==> src/rtl/alarm_irq_pkg.sv <==
package alarm_irq_pkg;

   localparam logic [7:0] ADR_LOS_LIVE = 8'h04;
   localparam logic [7:0] ADR_LOS_MASK = 8'h06;
   localparam logic [7:0] ADR_LOS_PEND = 8'h08;
   localparam logic [7:0] ADR_AIS_LIVE = 8'h13;
   localparam logic [7:0] ADR_AIS_MASK = 8'h14;
   localparam logic [7:0] ADR_AIS_PEND = 8'h15;

   localparam int unsigned NUM_GROUPS = 2;

   typedef enum logic [2:0] {
      SEL_NONE     = 3'd0,
      SEL_LOS_LIVE = 3'd1,
      SEL_LOS_MASK = 3'd2,
      SEL_LOS_PEND = 3'd3,
      SEL_AIS_LIVE = 3'd4,
      SEL_AIS_MASK = 3'd5,
      SEL_AIS_PEND = 3'd6
   } reg_sel_e;

   function automatic reg_sel_e decode_addr(input logic [7:0] a, input logic hi_zero);
      reg_sel_e s;
      s = SEL_NONE;
      if (hi_zero) begin
         case (a)
            ADR_LOS_LIVE: s = SEL_LOS_LIVE;
            ADR_LOS_MASK: s = SEL_LOS_MASK;
            ADR_LOS_PEND: s = SEL_LOS_PEND;
            ADR_AIS_LIVE: s = SEL_AIS_LIVE;
            ADR_AIS_MASK: s = SEL_AIS_MASK;
            ADR_AIS_PEND: s = SEL_AIS_PEND;
            default:      s = SEL_NONE;
         endcase
      end
      return s;
   endfunction

endpackage

==> src/rtl/alarm_sync.sv <==
module alarm_sync #(
   parameter int unsigned WIDTH  = 8,
   parameter int unsigned STAGES = 2
) (
   input  logic             clk,
   input  logic             rst_n,
   input  logic [WIDTH-1:0] async_i,
   output logic [WIDTH-1:0] sync_o
);

   localparam int unsigned LAST = STAGES - 1;

   generate
      if (STAGES < 2) begin : g_bad_stages
         $error("alarm_sync: STAGES must be at least 2");
      end
      if (WIDTH < 1) begin : g_bad_width
         $error("alarm_sync: WIDTH must be at least 1");
      end
   endgenerate

   logic [WIDTH-1:0] stage_q [STAGES];

   always_ff @(posedge clk or negedge rst_n) begin
      if (!rst_n) stage_q[0] <= '0;
      else        stage_q[0] <= async_i;
   end

   generate
      for (genvar s = 1; s < STAGES; s++) begin : g_stage
         always_ff @(posedge clk or negedge rst_n) begin
            if (!rst_n) stage_q[s] <= '0;
            else        stage_q[s] <= stage_q[s-1];
         end
      end
   endgenerate

   assign sync_o = stage_q[LAST];

endmodule

==> src/rtl/alarm_group.sv <==
module alarm_group #(
   parameter int unsigned WIDTH = 8
) (
   input  logic             clk,
   input  logic             rst_n,
   input  logic [WIDTH-1:0] live_i,
   input  logic             mask_we_i,
   input  logic [WIDTH-1:0] wdata_i,
   input  logic             clear_i,
   output logic [WIDTH-1:0] live_q_o,
   output logic [WIDTH-1:0] mask_o,
   output logic [WIDTH-1:0] pend_o,
   output logic [WIDTH-1:0] change_o
);

   logic [WIDTH-1:0] live_q;
   logic [WIDTH-1:0] mask_q;
   logic [WIDTH-1:0] pend_q;
   logic [WIDTH-1:0] hit;
   logic [WIDTH-1:0] keep;

   // Any difference between the newest synchronized sample and the held
   // live value is a transition, whichever direction it goes.
   assign change_o = live_i ^ live_q;
   assign hit      = change_o & mask_q;
   assign keep     = clear_i ? '0 : pend_q;

   always_ff @(posedge clk or negedge rst_n) begin
      if (!rst_n) live_q <= '0;
      else        live_q <= live_i;
   end

   always_ff @(posedge clk or negedge rst_n) begin
      if (!rst_n)         mask_q <= '0;
      else if (mask_we_i) mask_q <= wdata_i;
   end

   // A fresh event is ORed in after the clear, so it survives a clear
   // that arrives in the same cycle.
   always_ff @(posedge clk or negedge rst_n) begin
      if (!rst_n) pend_q <= '0;
      else        pend_q <= keep | hit;
   end

   assign live_q_o = live_q;
   assign mask_o   = mask_q;
   assign pend_o   = pend_q;

endmodule

==> src/rtl/host_regif.sv <==
module host_regif
   import alarm_irq_pkg::*;
#(
   parameter int unsigned NUM_CH = 8,
   parameter int unsigned ADDR_W = 8
) (
   input  logic                                  clk,
   input  logic                                  rst_n,
   input  logic [ADDR_W-1:0]                     addr_i,
   input  logic                                  rd_n_i,
   input  logic                                  wr_n_i,
   input  logic [NUM_CH-1:0]                     wdata_i,
   input  logic [NUM_GROUPS-1:0][NUM_CH-1:0]     live_i,
   input  logic [NUM_GROUPS-1:0][NUM_CH-1:0]     mask_i,
   input  logic [NUM_GROUPS-1:0][NUM_CH-1:0]     pend_i,
   output logic [NUM_CH-1:0]                     rdata_o,
   output logic [NUM_GROUPS-1:0]                 mask_we_o,
   output logic [NUM_GROUPS-1:0]                 clear_o
);

   localparam int unsigned HI_SHIFT = 8;

   logic [7:0] addr8;
   logic       hi_zero;
   reg_sel_e   sel_now;
   reg_sel_e   sel_q;
   logic       rd_q;
   logic       rd_release;
   logic [NUM_CH-1:0] mux_out;

   generate
      if (ADDR_W >= 8) begin : g_wide
         assign addr8   = addr_i[7:0];
         assign hi_zero = ((addr_i >> HI_SHIFT) == '0);
      end else begin : g_narrow
         assign addr8   = 8'(addr_i);
         assign hi_zero = 1'b1;
      end
   endgenerate

   assign sel_now = decode_addr(addr8, hi_zero);

   // Remember the target of the read in progress, so that the clear can be
   // applied when the strobe is released.
   always_ff @(posedge clk or negedge rst_n) begin
      if (!rst_n)       sel_q <= SEL_NONE;
      else if (!rd_n_i) sel_q <= sel_now;
   end

   always_ff @(posedge clk or negedge rst_n) begin
      if (!rst_n) rd_q <= 1'b1;
      else        rd_q <= rd_n_i;
   end

   assign rd_release = rd_n_i & ~rd_q;

   assign clear_o[0] = rd_release &
                       ((sel_q == SEL_LOS_LIVE) || (sel_q == SEL_LOS_PEND));
   assign clear_o[1] = rd_release &
                       ((sel_q == SEL_AIS_LIVE) || (sel_q == SEL_AIS_PEND));

   assign mask_we_o[0] = !wr_n_i && (sel_now == SEL_LOS_MASK);
   assign mask_we_o[1] = !wr_n_i && (sel_now == SEL_AIS_MASK);

   always_comb begin
      case (sel_now)
         SEL_LOS_LIVE: mux_out = live_i[0];
         SEL_LOS_MASK: mux_out = mask_i[0];
         SEL_LOS_PEND: mux_out = pend_i[0];
         SEL_AIS_LIVE: mux_out = live_i[1];
         SEL_AIS_MASK: mux_out = mask_i[1];
         SEL_AIS_PEND: mux_out = pend_i[1];
         default:      mux_out = '0;
      endcase
   end

   assign rdata_o = rd_n_i ? '0 : mux_out;

endmodule

==> src/rtl/irq_out.sv <==
module irq_out #(
   parameter bit OPEN_DRAIN = 1'b1
) (
   input  logic clk,
   input  logic rst_n,
   input  logic pending_i,
   output logic irq_n_o,
   output logic irq_oe_o
);

   logic active_q;

   always_ff @(posedge clk or negedge rst_n) begin
      if (!rst_n) active_q <= 1'b0;
      else        active_q <= pending_i;
   end

   generate
      if (OPEN_DRAIN) begin : g_od
         assign irq_n_o  = 1'b0;
         assign irq_oe_o = active_q;
      end else begin : g_pp
         assign irq_n_o  = ~active_q;
         assign irq_oe_o = 1'b1;
      end
   endgenerate

endmodule

==> src/rtl/alarm_irq_ctrl.sv <==
module alarm_irq_ctrl
   import alarm_irq_pkg::*;
#(
   parameter int unsigned NUM_CH      = 8,
   parameter int unsigned ADDR_W      = 8,
   parameter int unsigned SYNC_STAGES = 2,
   parameter bit          OPEN_DRAIN  = 1'b1
) (
   input  logic              clk,
   input  logic              rst_n,
   input  logic [NUM_CH-1:0] los_in,
   input  logic [NUM_CH-1:0] ais_in,
   input  logic [ADDR_W-1:0] addr,
   input  logic              rd_n,
   input  logic              wr_n,
   input  logic [NUM_CH-1:0] wdata,
   output logic [NUM_CH-1:0] rdata,
   output logic              irq_n,
   output logic              irq_oe
);

   generate
      if (NUM_CH < 1 || NUM_CH > 8) begin : g_bad_ch
         $error("alarm_irq_ctrl: NUM_CH must be 1 to 8");
      end
      if (ADDR_W < 5) begin : g_bad_addr
         $error("alarm_irq_ctrl: ADDR_W must reach address 0x15");
      end
   endgenerate

   logic [NUM_GROUPS-1:0][NUM_CH-1:0] live_raw;
   logic [NUM_GROUPS-1:0][NUM_CH-1:0] live_sync;
   logic [NUM_GROUPS-1:0][NUM_CH-1:0] grp_live;
   logic [NUM_GROUPS-1:0][NUM_CH-1:0] grp_mask;
   logic [NUM_GROUPS-1:0][NUM_CH-1:0] grp_pend;
   logic [NUM_GROUPS-1:0][NUM_CH-1:0] grp_change;
   logic [NUM_GROUPS-1:0]             grp_we;
   logic [NUM_GROUPS-1:0]             grp_clr;
   logic                              any_pend;

   assign live_raw[0] = los_in;
   assign live_raw[1] = ais_in;

   generate
      for (genvar g = 0; g < NUM_GROUPS; g++) begin : g_grp
         alarm_sync #(
            .WIDTH  (NUM_CH),
            .STAGES (SYNC_STAGES)
         ) u_sync (
            .clk     (clk),
            .rst_n   (rst_n),
            .async_i (live_raw[g]),
            .sync_o  (live_sync[g])
         );

         alarm_group #(
            .WIDTH (NUM_CH)
         ) u_grp (
            .clk       (clk),
            .rst_n     (rst_n),
            .live_i    (live_sync[g]),
            .mask_we_i (grp_we[g]),
            .wdata_i   (wdata),
            .clear_i   (grp_clr[g]),
            .live_q_o  (grp_live[g]),
            .mask_o    (grp_mask[g]),
            .pend_o    (grp_pend[g]),
            .change_o  (grp_change[g])
         );
      end
   endgenerate

   host_regif #(
      .NUM_CH (NUM_CH),
      .ADDR_W (ADDR_W)
   ) u_regif (
      .clk       (clk),
      .rst_n     (rst_n),
      .addr_i    (addr),
      .rd_n_i    (rd_n),
      .wr_n_i    (wr_n),
      .wdata_i   (wdata),
      .live_i    (grp_live),
      .mask_i    (grp_mask),
      .pend_i    (grp_pend),
      .rdata_o   (rdata),
      .mask_we_o (grp_we),
      .clear_o   (grp_clr)
   );

   assign any_pend = |grp_pend;

   irq_out #(
      .OPEN_DRAIN (OPEN_DRAIN)
   ) u_irq (
      .clk       (clk),
      .rst_n     (rst_n),
      .pending_i (any_pend),
      .irq_n_o   (irq_n),
      .irq_oe_o  (irq_oe)
   );

endmodule

==> config.mk <==
export PLATFORM = sky130hd
export DESIGN_NAME = alarm_irq_ctrl
export DESIGN_NICKNAME = d
export VERILOG_FILES = /design/src/rtl/alarm_irq_pkg.sv /design/src/rtl/alarm_sync.sv /design/src/rtl/alarm_group.sv /design/src/rtl/host_regif.sv /design/src/rtl/irq_out.sv /design/src/rtl/alarm_irq_ctrl.sv
export SDC_FILE = /design/constraint.sdc
export NUM_CORES = 1
export LEC_CHECK = 0
export ABC_CLOCK_PERIOD_IN_PS = 4150
export BUFFER_PORTS_ARGS = -buffer_cell sky130_fd_sc_hd__buf_4
export CAP_MARGIN = 25
export CORE_UTILIZATION = 35
export CTS_CLUSTER_DIAMETER = 100
export DETAILED_ROUTE_END_ITERATION = 8
export MAX_ROUTING_LAYER = met4
export PLACE_DENSITY = 0.54
export SKIP_CTS_REPAIR_TIMING = 1
export SLEW_MARGIN = 20
export SYNTH_ARGS = -nofsm -noshare
export SYNTH_HDL_FRONTEND = slang
export SYNTH_SLANG_ARGS = --single-unit
export TNS_END_PERCENT = 30
==> constraint.sdc <==
create_clock -name clk -period 4.15 [get_ports clk]
set_input_delay 0.415 -clock clk [delete_from_list [all_inputs] [get_ports clk]]
set_output_delay 0.415 -clock clk [all_outputs]
set_load 0.005 [all_outputs]
==> results of run 1 <==
## layout make-up
| class | count | share of cell area (%) |
|---|---|---|
| well taps | 129 | 4.05 |
| repair buffers | 44 | 8.38 |
| clock inverters | 7 | 2.20 |
| flip-flops and latches | 84 | 52.8 |
| clock buffers | 9 | 3.11 |
| multi-input cells | 148 | 29.2 |
| inverters | 3 | 0.282 |
## cells in the mapped netlist (2+ instances only)
cell / n
dfrtp_1: 83
a22o_1: 18
xor2_1: 16
a21oi_1: 12
mux2_2: 9
nor3b_1: 9
mux2_1: 7
nand4_1: 7
o211ai_1: 7
and3_1: 6
clkbuf_1: 6
a22oi_1: 5
a211o_1: 4
nand2_1: 4
nand2b_1: 4
nor4_1: 4
o22ai_1: 4
nor2_1: 3
o21ai_0: 3
a221o_1: 2
a2bb2oi_1: 2
and2_1: 2
buf_2: 2
buf_4: 2
inv_1: 2
nand3b_1: 2
nor2b_1: 2
## placed cells by master (no fill, tap or decap), types with 3 or more instances in the layout
cell type and instances:
clkbuf_8 9, o22ai_1 4, a22oi_1 5, inv_6 4, buf_4 43, mux2_2 9, nor4_1 4, dfrtp_1 83
nand2b_1 4, o211ai_1 7, a21oi_1 12, nand2_1 4, nor2_1 3, a22o_1 18, and3_1 6, o21ai_0 3
mux2_1 7, nor3b_1 9, xor2_1 16, a211o_1 4, nand4_1 7
## path summary, 6_finish.rpt
check | startpoint | to | slack [ps] | cells past startpoint
worst min-delay path | rst_n | g_grp[0].u_sync.stage_q[12]$_DFF_PN0_ | 90 | 1
max in group asynchronous | rst_n | g_grp[0].u_grp.pend_o[0]$_DFF_PN0_ | 3540 | 1
worst min register to register | g_grp[1].u_sync.stage_q[10]$_DFF_PN0_ | g_grp[1].u_sync.sync_o[2]$_DFF_PN0_ | 350 | 0
worst max-delay path | addr[5] | rdata[6] | 1480 | 6
min in group clk | ais_in[7] | g_grp[1].u_sync.stage_q[15]$_DFF_PN0_ | 150 | 1
worst max register to register | u_regif.rd_q$_DFF_PN1_ | g_grp[1].u_grp.pend_o[1]$_DFF_PN0_ | 2750 | 3
## layer usage
metal	share of wire, %	GRT usage (%)	up-vias
met5	0	-	-
met4	1.2	4.75	0
met3	5.5	4.43	9
met2	47	24.8	73
met1	47	23.1	1097
li1	-	-	1000
## stage by stage
step | cell area (µm²) | std cells | setup slack (ps)
2_1_floorplan | 3330 | 246 | 2200
3_3_place_gp | 3770 | 408 | 1540
3_5_place_dp | 3770 | 408 | 1520
4_1_cts | 3980 | 424 | 1510
5_1_grt | 3990 | 424 | 1360
6_report | 3990 | 424 | 1480
## power breakdown
part           leakage (nW)  switching (mW)  total (mW)  internal (mW)
Clock                 0.109           0.328       0.623          0.295
Combinational         0.706          0.0783       0.183          0.104
Sequential             1.02          0.0871        1.00          0.914
Total                  1.83           0.494        1.81           1.31
## worst register-to-register path, cell delays in order, from the launching register on
cell and delay (ps):
dfstp_2 370, nor2_1 120, nand3b_1 420, a22o_1 390
## flip-flops by register name, indices dropped and copies added, names as in the netlist
| name | count |
|---|---|
| u_regif.rd_q | 1 |
| g_grp.u_grp.pend_o | 16 |
| u_irq.irq_oe_o | 1 |
| g_grp.u_sync.stage_q | 16 |
| g_grp.u_grp.live_q_o | 16 |
| g_grp.u_grp.mask_o | 16 |
| u_regif.sel_q | 2 |
| g_grp.u_sync.sync_o | 16 |
## kinds of logic (layout without fill, tap and decap cells)
kind of cell	count (synthesis)	in the layout	synth area share, %
AOI/OAI and AO/OA	59	59	13.0
xor gates and xnor gates	16	16	4.21
buffers and inverters	14	63	1.88
DFF	84	84	63.1
muxes	16	16	5.41
other	1	1	0.113
and+or+nand+nor	56	56	12.2
==> metrics.txt, run 1 <==
CTS H-Tree Depth=3; CTS tree=done; die area=9910 µm²; vias in the first global route=around 2.2k; Syn Inst Count=around 250; port bufs=44; Pwr Density=453 nW/µm²; fill count=902; Critical Path AT=2260 ps; slowest stage cell, crit path=nor3_2; Wirelength per Cell=17.6 µm; ys async rst share=100%; Initial DRT Pass Iterations=4; Multi-input gate area=around 1200 µm²; Yosys top cell by area=dfrtp_1; detailed placer's ending HPWL=around 5000 µm; initial antenna violation count=0; Net Count, Synth=282; Final Cycle Share=64.4%; Total Power=1.81 mW; GRT Resource Usage Total=16.9%; clock skew after layout=about 7.7 ps; worst path cell trace=buf_4, nor3_2, and4_1, and2_1, a221o_1, buf_4; Via density=~5.1; GPL Wtd Cong=0.867; Leak=1.83 nW; Reg area=about 2100 µm²; total gr overflow=0; root buffer cell=clkbuf_8; post-synthesis sequential area ratio=63.1%; post-synthesis register bit count=between 80 and 90; drc violations=0; top cells by area, synth=dfrtp_1 (62%), a22o_1 (4.7%), xor2_1 (4.2%); Worst Setup Path Type=input pin to primary output; drt initial violations=154; setup tns final=0 ps; fin crit period=2670 ps; # setup viols final=0; Area Growth Syn to Fin=19.7%; Rows=35; worst endpoint required time=between 3000 and 4000 ps; pin count of the biggest net entering global routing=85; clk buf depth=2; Routed Antenna Nets=0; crit-path leading delay family=simple AND/OR/NAND/NOR gates; synthesized area per cell=13.5 µm²; total clock sinks=84; Startpoint Class=input pin; Die Y=99.6 µm; Netlist cell types=46; fin nets=about 330; layout cells sized above 1=26.4%; CP bufs+invs=2; WL final=7460 µm; Slew Limit Fails=0; Final Core Density=a little over two fifths; Ports=46; global-route wire length before repair=12000 µm; Fin. Hold Viols=0; worst min path class=input pin to async pin; peak supply drop=0.000201 V; Post-Syn Area=3330 µm²; worst slew pin tran=860 ps; Clk Latency, worst-skew pair=370 ps; Die Wd=approximately 100 µm; unrepaired setup endpoints after global routing=no; Worst-path clk slew=about 90 ps; Max-slew headroom=between 40% and 50%; max_cap viols=0; via count=approximately 2.2k; Diodes inserted=0; critical path's largest stage delay=710 ps; cts bufs inserted=9; Ys Warns=0; Initial Util=36.0%; outcome=finished clean; Post-synth EDFFs=0; Hold Slack=89.2 ps; Core ar.=9240 µm²; crit-path max FO=15; post-synth top area share=62.4%; Critical Path Sink Type=primary output; Primary FF master, synth=dfrtp_1; fmax=374 MHz; CP most frequent cell=buf_4
Note: power is estimated with default switching activity, not from simulation.
==> run 2, diff against run 1 <==
ABC_AREA = 1   (was not set)
ABC_CLOCK_PERIOD_IN_PS = 2200   (was 4150)
PLACE_DENSITY = 0.56   (was 0.54)
clock period = 2.2 ns   (was 4.15 ns; I/O delays follow)
==> run 2 against run 1 <==
  * Combinational power increased by 40%
  * First-iteration DRC count decreased by 25%
  * Non-clock buffer count increased by 19
  * Largest cell class unchanged
  * Highest routed layer unchanged
  * Clock power increased by 100%
  * Final cell count increased by 32%
  * Core utilization increased by 1.5 points
  * Critical endpoint is now rdata[4]
==> metrics.txt, run 2 <==
Yosys top cell by area=dfrtp_1; # setup viols final=0 (unchanged); Worst-path clk slew=80 ps (about the same); Post-synth EDFFs=0 (unchanged); pin count of the biggest net entering global routing=35 (-59%); unrepaired setup endpoints after global routing=no; Initial DRT Pass Iterations=4 (unchanged); Reg power frac=53.8% (-1.6 points); Initial Util=36.1% (+0.052 points); Rows=36 (+2.9%); Int Pwr=2.51 mW (+91%); cts bufs inserted=9 (unchanged); clk buf depth=2 (unchanged); Total Power=3.25 mW (+80%); Area Growth Syn to Fin=23.7%; post-synth top area share=58.9% (-3.5 points); total gr overflow=0 (unchanged); R2R depth=3 (unchanged); outcome=finished clean; drc violations=0 (unchanged); placed insts=526 (+29%); max_cap viols=0 (unchanged); Max-slew headroom=52.7% (+10 points); Clk Latency, worst-skew pair=350 ps (-20 ps); Reg2Reg Launch Point=u_regif.sel_q[0]$_DFFE_PN0N_; Die Y=102 µm (+2.9%); fin nets=457 (+40%); Netlist cell types=29 (-37%); Leak=2.20 nW (+20%); peak supply drop=0.000381 V (+89%); Startpoint Class=input pin; Ports=46 (unchanged); Critical Path End=rdata[4]; most frequent cells in the layout=dfrtp_1 (83), nand2_1 (63), inv_1 (54); Routed Antenna Nets=0 (unchanged); Pwr Density=745 nW/µm² (+64%); Comb pwr share=7.9% (-2.2 points); drt initial violations=116 (-25%); die area=10500 µm² (+5.8%); Slew Limit Fails=0 (unchanged); clock skew after layout=10.1 ps (+2.38 ps); Fin. Hold Viols=0 (unchanged); worst min path class=input pin to register; Wirelength per Cell=13.0 µm (-26%); fin crit period=around 1700 ps; Final Core Density=44.6% (+1.5 points); Die Wd=102 µm (+2.9%); synthesized area per cell=9.91 µm² (-27%); detailed placer's ending HPWL=5260 µm (+4.0%); worst slew pin tran=706 ps (-154 ps); Ys Warns=0 (unchanged); post-route cell area=4360 µm² (+9.4%); Syn Inst Count=356 (+45%); ys async rst share=100% (unchanged); GRT Resource Usage Total=15.8% (-1.1 points); Worst Setup Path Type=input pin to primary output; global-route wire length before repair=11900 µm (-0.62%); Post-Layout Cell Count=559 (+32%); Critical Path AT=1470 ps (-790 ps); setup tns final=0 ps (unchanged); port bufs=44 (unchanged); post-synthesis sequential area ratio=59.6% (-3.5 points); CTS tree=done; layout cells sized above 1=21.8% (-4.6 points); Worst R2R End=g_grp[0].u_grp.pend_o[2]$_DFF_PN0_; post-synthesis register bit count=84 (unchanged); Primary FF master, synth=dfrtp_1; Final Cycle Share=76.9%; total clock sinks=84 (unchanged); synth cell count leaders=dfrtp_1 (83), nand2_1 (63), inv_1 (54); most common cell after layout, fill and taps aside=dfrtp_1; CP startpoint=addr[1]; Post-Syn Area=3530 µm² (+5.9%); WL final=7280 µm (-2.5%); initial antenna violation count=0 (unchanged); Via density=4.63 (-10%); Clk pwr share=38.3% (+3.8 points); fill count=936 (+3.8%); Critical Path Sink Type=primary output; worst endpoint required time=1980 ps (-1750 ps); CTS H-Tree Depth=3 (unchanged); Net Count, Synth=392 (+39%); Diodes inserted=0 (unchanged); most frequent cell after synthesis=dfrtp_1; vias in the first global route=2446 (+13%); flop-to-flop setup slack=860 ps (-1890 ps); via count=2586 (+19%); root buffer cell=clkbuf_8; fmax=591 MHz; Net Sw Frac=22.9% (-4.4 points); GPL Wtd Cong=0.791 (-8.8%); switching pwr=745 µW (+51%); crit-path max FO=8 (-7); Core ar.=9770 µm² (+5.8%); top cells by area, synth=dfrtp_1 (59%), nand3_1 (6.8%), nand2_1 (6.7%); Placed Area=3960 µm² (+4.9%)
## run 2: worst min path at each step
stage / from / end / slack (ps) / depth (start not counted)
3_5_place_dp: rst_n / g_grp[0].u_sync.stage_q[14]$_DFF_PN0_ / 180 / 1
3_3_place_gp: rst_n / g_grp[0].u_sync.stage_q[12]$_DFF_PN0_ / 180 / 1
6_report: rd_n / u_regif.rd_q$_DFF_PN1_ / 40 / 1
2_1_floorplan: rst_n / g_grp[0].u_grp.live_q_o[0]$_DFF_PN0_ / -80 / 0
5_1_grt: rd_n / u_regif.rd_q$_DFF_PN1_ / 30 / 1
4_1_cts: rst_n / g_grp[0].u_sync.stage_q[14]$_DFF_PN0_ / -210 / 1
## run 2: routing by layer
metal	vias to the layer above	GRT usage (%)	share of wire (%)
li1	1281	-	-
met1	1236	19.9	46
met2	61	25.2	48
met3	8	3.90	4.1
met4	0	4.95	1.1
met5	-	-	0
## run 2: power by group through the flow
stage / clock network (mW) / registers (mW) / logic (mW)
finish: 1.25 / 1.75 / 0.257
global route: 1.35 / 1.77 / 0.294
CTS: 1.29 / 1.75 / 0.239
detailed placement: 0 / 1.78 / 0.238
global placement: 0 / 1.78 / 0.232
floorplan: 0 / 1.74 / 0.135
## run 2: final cells by class
cell class              instances  area, µm²  share of cell area [%]
flip-flops and latches         84       2100                    48.2
inverters                      59        221                    5.08
repair buffers                 63        528                    12.1
clock buffers                  12        165                    3.79
multi-input cells             204       1110                    25.4
clock inverters                 4       70.1                    1.61
well taps                     133        166                    3.81
## run 2: stage by stage
| stage | setup slack [ps] | hold WS (ps) |
|---|---|---|
| 5_1_grt | 417 | 26.9 |
| 3_5_place_dp | 530 | 180 |
| 2_1_floorplan | 997 | -75.6 |
| 3_3_place_gp | 554 | 179 |
| 4_1_cts | 521 | -212 |
| 6_report | 508 | 38.3 |
## run 2: cell families (layout without fill, tap and decap cells)
family / Yosys count / count (layout) / synth area share, %
AOI/OAI and AO/OA: 59 / 59 / 9.79
xor gates and xnor gates: 1 / 1 / 0.248
buffers and inverters: 68 / 138 / 8.97
DFF: 84 / 84 / 59.6
other: 1 / 1 / 0.106
and+or+nand+nor: 143 / 143 / 21.3
## run 2: worst max-delay path: stages
cell and delay (ps):
buf_4 120, inv_1 70, nand2_2 110, nor2_2 310, nand3_1 130, nand2_1 80, nor2_1 40, a21oi_1 210
buf_4 160
